**src/rtl/spi_replay_pkg.sv**
```systemverilog
package spi_replay_pkg;

    localparam int CMD_W   = 16;
    localparam int OPC_MSB = 15;
    localparam int OPC_LSB = 12;
    localparam int ID_W    = 8;
    localparam logic [OPC_MSB-OPC_LSB:0] OPC_SYNC = 4'h3;

    typedef enum logic [1:0] {
        ST_IDLE,
        ST_ISSUE,
        ST_FINISH
    } rep_state_t;

    function automatic logic cmd_is_sync(input logic [CMD_W-1:0] c);
        return c[OPC_MSB:OPC_LSB] == OPC_SYNC;
    endfunction

endpackage

```
**src/rtl/replay_trig_detect.sv**
```systemverilog
module replay_trig_detect #(
    parameter bit ASYNC_TRIG = 1'b1
) (
    input  logic clk,
    input  logic rst_n,
    input  logic trig_in,
    output logic trig_rise
);

    logic trig_s;
    logic trig_prev_q;

    generate
        if (ASYNC_TRIG) begin : g_sync
            logic meta_q;
            logic stab_q;
            always_ff @(posedge clk) begin
                if (!rst_n) begin
                    meta_q <= 1'b0;
                    stab_q <= 1'b0;
                end else begin
                    meta_q <= trig_in;
                    stab_q <= meta_q;
                end
            end
            assign trig_s = stab_q;
        end else begin : g_direct
            assign trig_s = trig_in;
        end
    endgenerate

    always_ff @(posedge clk) begin
        if (!rst_n) trig_prev_q <= 1'b0;
        else        trig_prev_q <= trig_s;
    end

    assign trig_rise = trig_s & ~trig_prev_q;

endmodule

```
**src/rtl/replay_store.sv**
```systemverilog
module replay_store
    import spi_replay_pkg::*;
#(
    parameter int DEPTH = 16,
    parameter int DW    = 8,
    localparam int AW   = (DEPTH > 1) ? $clog2(DEPTH) : 1,
    localparam int CW   = $clog2(DEPTH + 1)
) (
    input  logic             clk,
    input  logic             rst_n,
    input  logic             lock,
    input  logic             ld_cmd_valid,
    input  logic [CMD_W-1:0] ld_cmd_data,
    input  logic             ld_sdo_valid,
    input  logic [DW-1:0]    ld_sdo_data,
    input  logic [AW-1:0]    cmd_idx,
    input  logic [AW-1:0]    sdo_idx,
    input  logic             id_inc,
    output logic [CMD_W-1:0] cmd_word,
    output logic [DW-1:0]    sdo_word,
    output logic [CW-1:0]    cmd_cnt,
    output logic [CW-1:0]    sdo_cnt,
    output logic [ID_W-1:0]  sync_id
);

    localparam logic [CW-1:0] FULL = CW'(DEPTH);

    logic [CMD_W-1:0] cmd_mem [DEPTH];
    logic [DW-1:0]    sdo_mem [DEPTH];
    logic             cmd_we;
    logic             sdo_we;

    assign cmd_we = ld_cmd_valid & ~lock & (cmd_cnt < FULL);
    assign sdo_we = ld_sdo_valid & ~lock & (sdo_cnt < FULL);

    always_ff @(posedge clk) begin
        if (cmd_we) cmd_mem[cmd_cnt[AW-1:0]] <= ld_cmd_data;
        if (sdo_we) sdo_mem[sdo_cnt[AW-1:0]] <= ld_sdo_data;
    end

    always_ff @(posedge clk) begin
        if (!rst_n) begin
            cmd_cnt <= '0;
            sdo_cnt <= '0;
            sync_id <= '0;
        end else begin
            if (cmd_we) cmd_cnt <= cmd_cnt + 1'b1;
            if (sdo_we) sdo_cnt <= sdo_cnt + 1'b1;
            if (id_inc)
                sync_id <= sync_id + 1'b1;
            else if (cmd_we && cmd_is_sync(ld_cmd_data))
                sync_id <= ld_cmd_data[ID_W-1:0];
        end
    end

    assign cmd_word = cmd_mem[cmd_idx];
    assign sdo_word = sdo_mem[sdo_idx];


    load_lock_chk: assert property (@(posedge clk) disable iff (!rst_n)
        lock |=> ($stable(cmd_cnt) && $stable(sdo_cnt)));


    id_step_chk: assert property (@(posedge clk) disable iff (!rst_n)
        id_inc |=> (sync_id == $past(sync_id) + 1'b1));

endmodule

```
**src/rtl/replay_fsm.sv**
```systemverilog
module replay_fsm
    import spi_replay_pkg::*;
#(
    parameter int DEPTH = 16,
    localparam int AW   = (DEPTH > 1) ? $clog2(DEPTH) : 1,
    localparam int CW   = $clog2(DEPTH + 1)
) (
    input  logic          clk,
    input  logic          rst_n,
    input  logic          en,
    input  logic          trig_rise,
    input  logic          dma_ready,
    input  logic [CW-1:0] cmd_cnt,
    input  logic [CW-1:0] sdo_cnt,
    input  logic          cmd_ready,
    input  logic          sdo_ready,
    output logic          active,
    output logic          cmd_valid,
    output logic          sdo_valid,
    output logic [AW-1:0] cmd_idx,
    output logic [AW-1:0] sdo_idx,
    output logic          finish
);

    rep_state_t    state_q, state_d;
    logic [CW-1:0] cmd_ptr_q;
    logic [CW-1:0] sdo_ptr_q;
    logic          cmd_left, sdo_left;
    logic          cmd_fire, sdo_fire;
    logic          cmd_done, sdo_done;
    logic          start;

    assign cmd_left = cmd_ptr_q < cmd_cnt;
    assign sdo_left = sdo_ptr_q < sdo_cnt;
    assign cmd_fire = cmd_valid & cmd_ready;
    assign sdo_fire = sdo_valid & sdo_ready;
    assign cmd_done = ~cmd_left | (cmd_fire & (cmd_ptr_q + 1'b1 == cmd_cnt));
    assign sdo_done = ~sdo_left | (sdo_fire & (sdo_ptr_q + 1'b1 == sdo_cnt));
    assign start    = en & trig_rise & dma_ready & (cmd_cnt != '0);

    always_comb begin
        state_d = state_q;
        unique case (state_q)
            ST_IDLE:   if (start) state_d = ST_ISSUE;
            ST_ISSUE:  if (cmd_done && sdo_done) state_d = ST_FINISH;
            ST_FINISH: state_d = ST_IDLE;
            default:   state_d = ST_IDLE;
        endcase
    end

    always_ff @(posedge clk) begin
        if (!rst_n) state_q <= ST_IDLE;
        else        state_q <= state_d;
    end

    always_ff @(posedge clk) begin
        if (!rst_n) begin
            cmd_ptr_q <= '0;
            sdo_ptr_q <= '0;
        end else if (state_q == ST_ISSUE) begin
            if (cmd_fire) cmd_ptr_q <= cmd_ptr_q + 1'b1;
            if (sdo_fire) sdo_ptr_q <= sdo_ptr_q + 1'b1;
        end else begin
            cmd_ptr_q <= '0;
            sdo_ptr_q <= '0;
        end
    end

    always_comb begin
        active    = 1'b0;
        cmd_valid = 1'b0;
        sdo_valid = 1'b0;
        finish    = 1'b0;
        unique case (state_q)
            ST_IDLE: ;
            ST_ISSUE: begin
                active    = 1'b1;
                cmd_valid = cmd_left;
                sdo_valid = sdo_left;
            end
            ST_FINISH: begin
                active = 1'b1;
                finish = 1'b1;
            end
            default: ;
        endcase
    end

    assign cmd_idx = cmd_ptr_q[AW-1:0];
    assign sdo_idx = sdo_ptr_q[AW-1:0];


    start_gate_chk: assert property (@(posedge clk) disable iff (!rst_n)
        $rose(active) |-> ($past(dma_ready) && $past(en)));


    cmd_hold_chk: assert property (@(posedge clk) disable iff (!rst_n)
        (cmd_valid && !cmd_ready) |=> (cmd_valid && $stable(cmd_idx)));


    ptr_bound_chk: assert property (@(posedge clk) disable iff (!rst_n)
        (state_q == ST_ISSUE) |-> (cmd_ptr_q <= cmd_cnt && sdo_ptr_q <= sdo_cnt));

endmodule

```
**src/rtl/spi_replay_seq.sv**
```systemverilog
module spi_replay_seq
    import spi_replay_pkg::*;
#(
    parameter int DEPTH      = 16,
    parameter int DW         = 8,
    parameter bit ASYNC_TRIG = 1'b1
) (
    input  logic             clk,
    input  logic             rst_n,
    input  logic             en,
    input  logic             trig_in,
    input  logic             ld_cmd_valid,
    input  logic [CMD_W-1:0] ld_cmd_data,
    input  logic             ld_sdo_valid,
    input  logic [DW-1:0]    ld_sdo_data,
    output logic             cmd_valid,
    input  logic             cmd_ready,
    output logic [CMD_W-1:0] cmd_data,
    output logic             sdo_valid,
    input  logic             sdo_ready,
    output logic [DW-1:0]    sdo_data,
    input  logic             sdi_valid,
    output logic             sdi_ready,
    input  logic [DW-1:0]    sdi_data,
    output logic             dma_valid,
    input  logic             dma_ready,
    output logic [DW-1:0]    dma_data,
    output logic             stat_valid,
    input  logic             stat_ready,
    output logic [ID_W-1:0]  stat_id
);

    localparam int AW = (DEPTH > 1) ? $clog2(DEPTH) : 1;
    localparam int CW = $clog2(DEPTH + 1);

    logic          trig_rise;
    logic          active;
    logic          finish;
    logic [AW-1:0] cmd_idx, sdo_idx;
    logic [CW-1:0] cmd_cnt, sdo_cnt;
    logic [ID_W-1:0] sync_id;

    replay_trig_detect #(.ASYNC_TRIG(ASYNC_TRIG)) u_trig (
        .clk       (clk),
        .rst_n     (rst_n),
        .trig_in   (trig_in),
        .trig_rise (trig_rise)
    );

    replay_store #(.DEPTH(DEPTH), .DW(DW)) u_store (
        .clk          (clk),
        .rst_n        (rst_n),
        .lock         (en | active),
        .ld_cmd_valid (ld_cmd_valid),
        .ld_cmd_data  (ld_cmd_data),
        .ld_sdo_valid (ld_sdo_valid),
        .ld_sdo_data  (ld_sdo_data),
        .cmd_idx      (cmd_idx),
        .sdo_idx      (sdo_idx),
        .id_inc       (finish),
        .cmd_word     (cmd_data),
        .sdo_word     (sdo_data),
        .cmd_cnt      (cmd_cnt),
        .sdo_cnt      (sdo_cnt),
        .sync_id      (sync_id)
    );

    replay_fsm #(.DEPTH(DEPTH)) u_fsm (
        .clk       (clk),
        .rst_n     (rst_n),
        .en        (en),
        .trig_rise (trig_rise),
        .dma_ready (dma_ready),
        .cmd_cnt   (cmd_cnt),
        .sdo_cnt   (sdo_cnt),
        .cmd_ready (cmd_ready),
        .sdo_ready (sdo_ready),
        .active    (active),
        .cmd_valid (cmd_valid),
        .sdo_valid (sdo_valid),
        .cmd_idx   (cmd_idx),
        .sdo_idx   (sdo_idx),
        .finish    (finish)
    );

    always_ff @(posedge clk) begin
        if (!rst_n) begin
            stat_valid <= 1'b0;
            stat_id    <= '0;
        end else if (finish) begin
            stat_valid <= 1'b1;
            stat_id    <= sync_id;
        end else if (stat_ready) begin
            stat_valid <= 1'b0;
        end
    end

    assign dma_valid = active & sdi_valid;
    assign dma_data  = sdi_data;
    assign sdi_ready = active ? dma_ready : 1'b1;


    stat_hold_chk: assert property (@(posedge clk) disable iff (!rst_n)
        (stat_valid && !stat_ready) |=> stat_valid);


    idle_drain_chk: assert property (@(posedge clk) disable iff (!rst_n)
        !cmd_valid && !sdo_valid && !dma_valid && !stat_valid |-> sdi_ready || active);

endmodule

```
**config.mk**
```make
export PLATFORM = sky130hd
export DESIGN_NAME = spi_replay_seq
export DESIGN_NICKNAME = d
export VERILOG_FILES = /design/src/rtl/spi_replay_pkg.sv /design/src/rtl/replay_trig_detect.sv /design/src/rtl/replay_store.sv /design/src/rtl/replay_fsm.sv /design/src/rtl/spi_replay_seq.sv
export SDC_FILE = /design/constraint.sdc
export NUM_CORES = 1
export LEC_CHECK = 0
export ABC_AREA = 1
export BUFFER_PORTS_ARGS = -buffer_cell sky130_fd_sc_hd__buf_2
export CAP_MARGIN = 40
export CORE_ASPECT_RATIO = 1.5
export CORE_MARGIN = 2
export CORE_UTILIZATION = 55
export CTS_CLUSTER_DIAMETER = 80
export CTS_CLUSTER_SIZE = 10
export DETAILED_ROUTE_END_ITERATION = 16
export GPL_TIMING_DRIVEN = 0
export PLACE_DENSITY = 0.73
export RECOVER_POWER = 50
export SLEW_MARGIN = 30
export SYNTH_ARGS = -nofsm -noshare
export SYNTH_HDL_FRONTEND = slang
export SYNTH_HIERARCHICAL = 1
export SYNTH_SLANG_ARGS = --single-unit
```
**constraint.sdc**
```tcl
create_clock -name clk -period 2.85 [get_ports clk]
set_input_delay 0.285 -clock clk [delete_from_list [all_inputs] [get_ports clk]]
set_output_delay 0.285 -clock clk [all_outputs]
set_load 0.005 [all_outputs]
```
==> out/metrics.cfg <==
[grt]
antenna_found_initial=0
globalRouteTotalUtil=0.2672
grt_first_pass_wirelength_mm=70.84
grt_pass1_vias=12500
grt_max_degree=19
overflow=0

[clocking]
clock_latency_ns=0.56
postCtsSetupRepairBufs=0
numCtsBuffers=48
cts_sinks=426
cts_tree=built
cts.clk_slew.worst_paths_ns=0.06
cts_max_level=2
root_buffer=clkbuf_16
clockBufferDepth=3

[hold_path]
holdPathStages=3
hold_class=in -> reg
hold-path-endpoint=u_store/sdo_cnt[1]$_SDFFE_PN0P_
min_from=ld_sdo_valid

[timing]
relSlewSlack=0.2359
hold_violations=0
fmaxAchievable_ghz=0.3623
setup_violations=0
fin_ws_ns=0.08983
maxSlewViolCount=0
fin_skew_ns=0.02408
grt_setup_unrepaired=false
fin_crit_sh=0.9685
whs_ns=0.07751
worstMarginPinSlew_ns=1.146
fin_crit_ns=2.760

[final_layout]
drive_gt1_frac=0.1271
nets=1852
diodes=0
final_common_cell=edfxtp_1
fin_util=0.6294
finalInstanceArea_mm2=0.02086
area_delta_synth_final_pct=13.59
final_cell_mix=384 x edfxtp_1, 264 x inv_1, 208 x nand2_1
n_fill_cell=2567

[detailed_routing]
drc=0
via_count=12690
wl_per_cell_um=21.29
drtPass1Iterations=5
first_iter_violations=1058
drt_wl_total_mm=47.31
drtAntennaViolNets=0
viasPerCell=5.712

[die]
die-area_mm2=0.03489
core_area_mm2=0.03314
row_count=82
die_w_um=153.2
fp.dieH_um=227.8
initial_core_util=0.5541
io_pins=88

[power_and_ir_drop]
p_leak_nw=7.737
p_per_area_mw_per_mm2=663.9
ir_worst_vdd_mv=0.5231
finalPower_w=0.01385

[yosys]
yosysSeqAreaShare=0.6738
synthTopCellsByArea=edfxtp_1 63%, inv_1 5.4%, dfxtp_1 4.6%, nand3_1 4.5%, nand2_1 4.3%
synth_seq_cells=426
async_reset_ff_frac=0
synth_edf_count=384
netlist.area_leader.share=0.6280
netlist_area_mm2=0.01836
ys.warnings.count=6
avgSynthCellArea_um2=11.18
syn-num-nets=1710
syn_inst=1642
synth.distinct_cells=31
synth_flop_cell=edfxtp_1
synth_top_area_cell=edfxtp_1

[critical_path]
rr_endpoint=u_store/cmd_mem[0][12]$_DFFE_PP_
max_stage_delay_ns=0.53
regToRegSetupSlack_ns=0.09
crit_type=reg -> reg
crit_path_max_fanout=9
crit_family=simple AND/OR/NAND/NOR gates
cp-start-kind=flip-flop
end_kind=flip-flop
r2r_cells=9
cp_slowest_cell=nor2_2
critical_path_arrival_ns=3.02
crit_chain=inv_1 -> ha_1 -> or2_2 -> inv_1 -> nand2_1 -> nor2_4 -> nand2_1 -> nor2_2 -> buf_6
worst-path-buf-inv=3
r2r_start=u_fsm/state_q[0]$_SDFFE_PN0P_
required_ns=3.11

[run]
max_cap_viol_count=0

[place]
io_buffer_count=79
globalplace.congestion=0.8859
dp_hpwl_mm=32.72
pre_cts_ws_ns=-0.0006211
post_dp_cell_area_mm2=0.01945

[outcome]
status=finished clean

==> area by class of cell <==
| cell class | instances | area, um2 | area share |
|---|---|---|---|
| Tap cell | 420 | 525.5 | 0.02519 |
| Buffer | 95 | 584.3 | 0.02801 |
| Clock buffer | 67 | 1336 | 0.06407 |
| Multi-Input combinational cell | 855 | 4509 | 0.2162 |
| Sequential cell | 426 | 12370 | 0.5932 |
| Inverter | 265 | 994.7 | 0.04769 |
| Timing Repair Buffer | 93 | 518.0 | 0.02484 |
| Clock inverter | 1 | 16.27 | 0.0007798 |
==> repair_timing <==
item,CTS,global route
hold endpoints to repair,2,0
pin swaps,0,0
hold buffers,2,0
endpoints found under the setup margin,39,48
gates resized for setup,7,19
==> tightest hold or removal path, delay by kind of cell <==
kind            cells  cell delay (ns)
simple gates        1             0.10
compound gates      1             0.08
buf+inv             1             0.10
==> cell families (layout without fill, tap and decap cells) <==
kind of cell | after synthesis | count (layout) | share of synthesized area
AND/OR/NAND/NOR | 480 | 480 | 0.1138
flip-flops | 426 | 426 | 0.6738
buffers and inverters | 361 | 521 | 0.08490
AO/OA/AOI/OAI | 348 | 348 | 0.1096
adder cells (fa/ha/maj) | 25 | 25 | 0.01703
XOR/XNOR | 2 | 2 | 0.0009541
==> registers in the layout (all words and copies together) (netlist names), 2 cells and up <==
| name | flops |
|---|---|
| u_fsm/sdo_ptr_q | 5 |
| u_store/cmd_mem | 256 |
| u_store/sync_id | 8 |
| u_store/cmd_cnt | 5 |
| u_fsm/state_q | 2 |
| u_store/sdo_cnt | 5 |
| u_store/sdo_mem | 128 |
| stat_id | 8 |
| u_fsm/cmd_ptr_q | 5 |
==> Yosys cell counts (2+ instances only) <==
cell,n
edfxtp_1,384
inv_1,263
nand2_1,208
nand3_1,164
o21ai_0,125
a21oi_1,117
o211ai_1,97
nor2_1,80
dfxtp_1,42
buf_2,31
ha_1,25
clkbuf_1,23
buf_4,22
buf_6,11
buf_1,9
nand4_1,8
nand2_2,5
nor3_1,5
a211oi_1,4
nand3_2,3
nor2_2,3
o21bai_1,3
inv_2,2
==> how the worst max path moves through the flow <==
| stage | startpoint | end | depth (start not counted) |
|---|---|---|---|
| after floorplan | u_fsm/state_q[0]$_SDFFE_PN0P_ | u_store/cmd_mem[15][0]$_DFFE_PP_ | 8 |
| final | u_fsm/state_q[0]$_SDFFE_PN0P_ | u_store/cmd_mem[0][12]$_DFFE_PP_ | 9 |
| after detailed placement | u_fsm/state_q[0]$_SDFFE_PN0P_ | u_store/sdo_mem[15][7]$_DFFE_PP_ | 8 |
| after CTS | u_fsm/sdo_ptr_q[2]$_SDFFE_PN0P_ | sdo_data[6] | 8 |
| after global placement | u_fsm/state_q[0]$_SDFFE_PN0P_ | u_store/cmd_mem[7][11]$_DFFE_PP_ | 8 |
| after global routing | u_fsm/state_q[0]$_SDFFE_PN0P_ | u_store/sdo_mem[8][3]$_DFFE_PP_ | 8 |
==> metrics by stage <==
stage / std cells / setup TNS [ns]
after floorplan: 1642 / 0
after global placement: 2141 / -101.61
after detailed placement: 2151 / -0.005126
after CTS: 2220 / 0
after global routing: 2222 / 0
final: 2222 / 0
==> routing by layer <==
| layer | global-route usage | up-vias | part of all wire |
|---|---|---|---|
| met4 | 0.1398 | 0 | 0.050 |
| met5 | 0 | - | 0 |
| li1 | - | 5945 | - |
| met1 | 0.3049 | 6058 | 0.36 |
| met2 | 0.4855 | 571 | 0.53 |
| met3 | 0.03495 | 118 | 0.063 |
==> power by group <==
part	internal [W]	total [W]	switching, W	leakage (nW)
clock	0.00321	0.00545	0.00224	0.654
combinational	0.000414	0.00129	0.000880	3.28
sequential	0.00701	0.00711	0.0000967	3.80
Note: power is estimated with default switching activity, not from simulation.
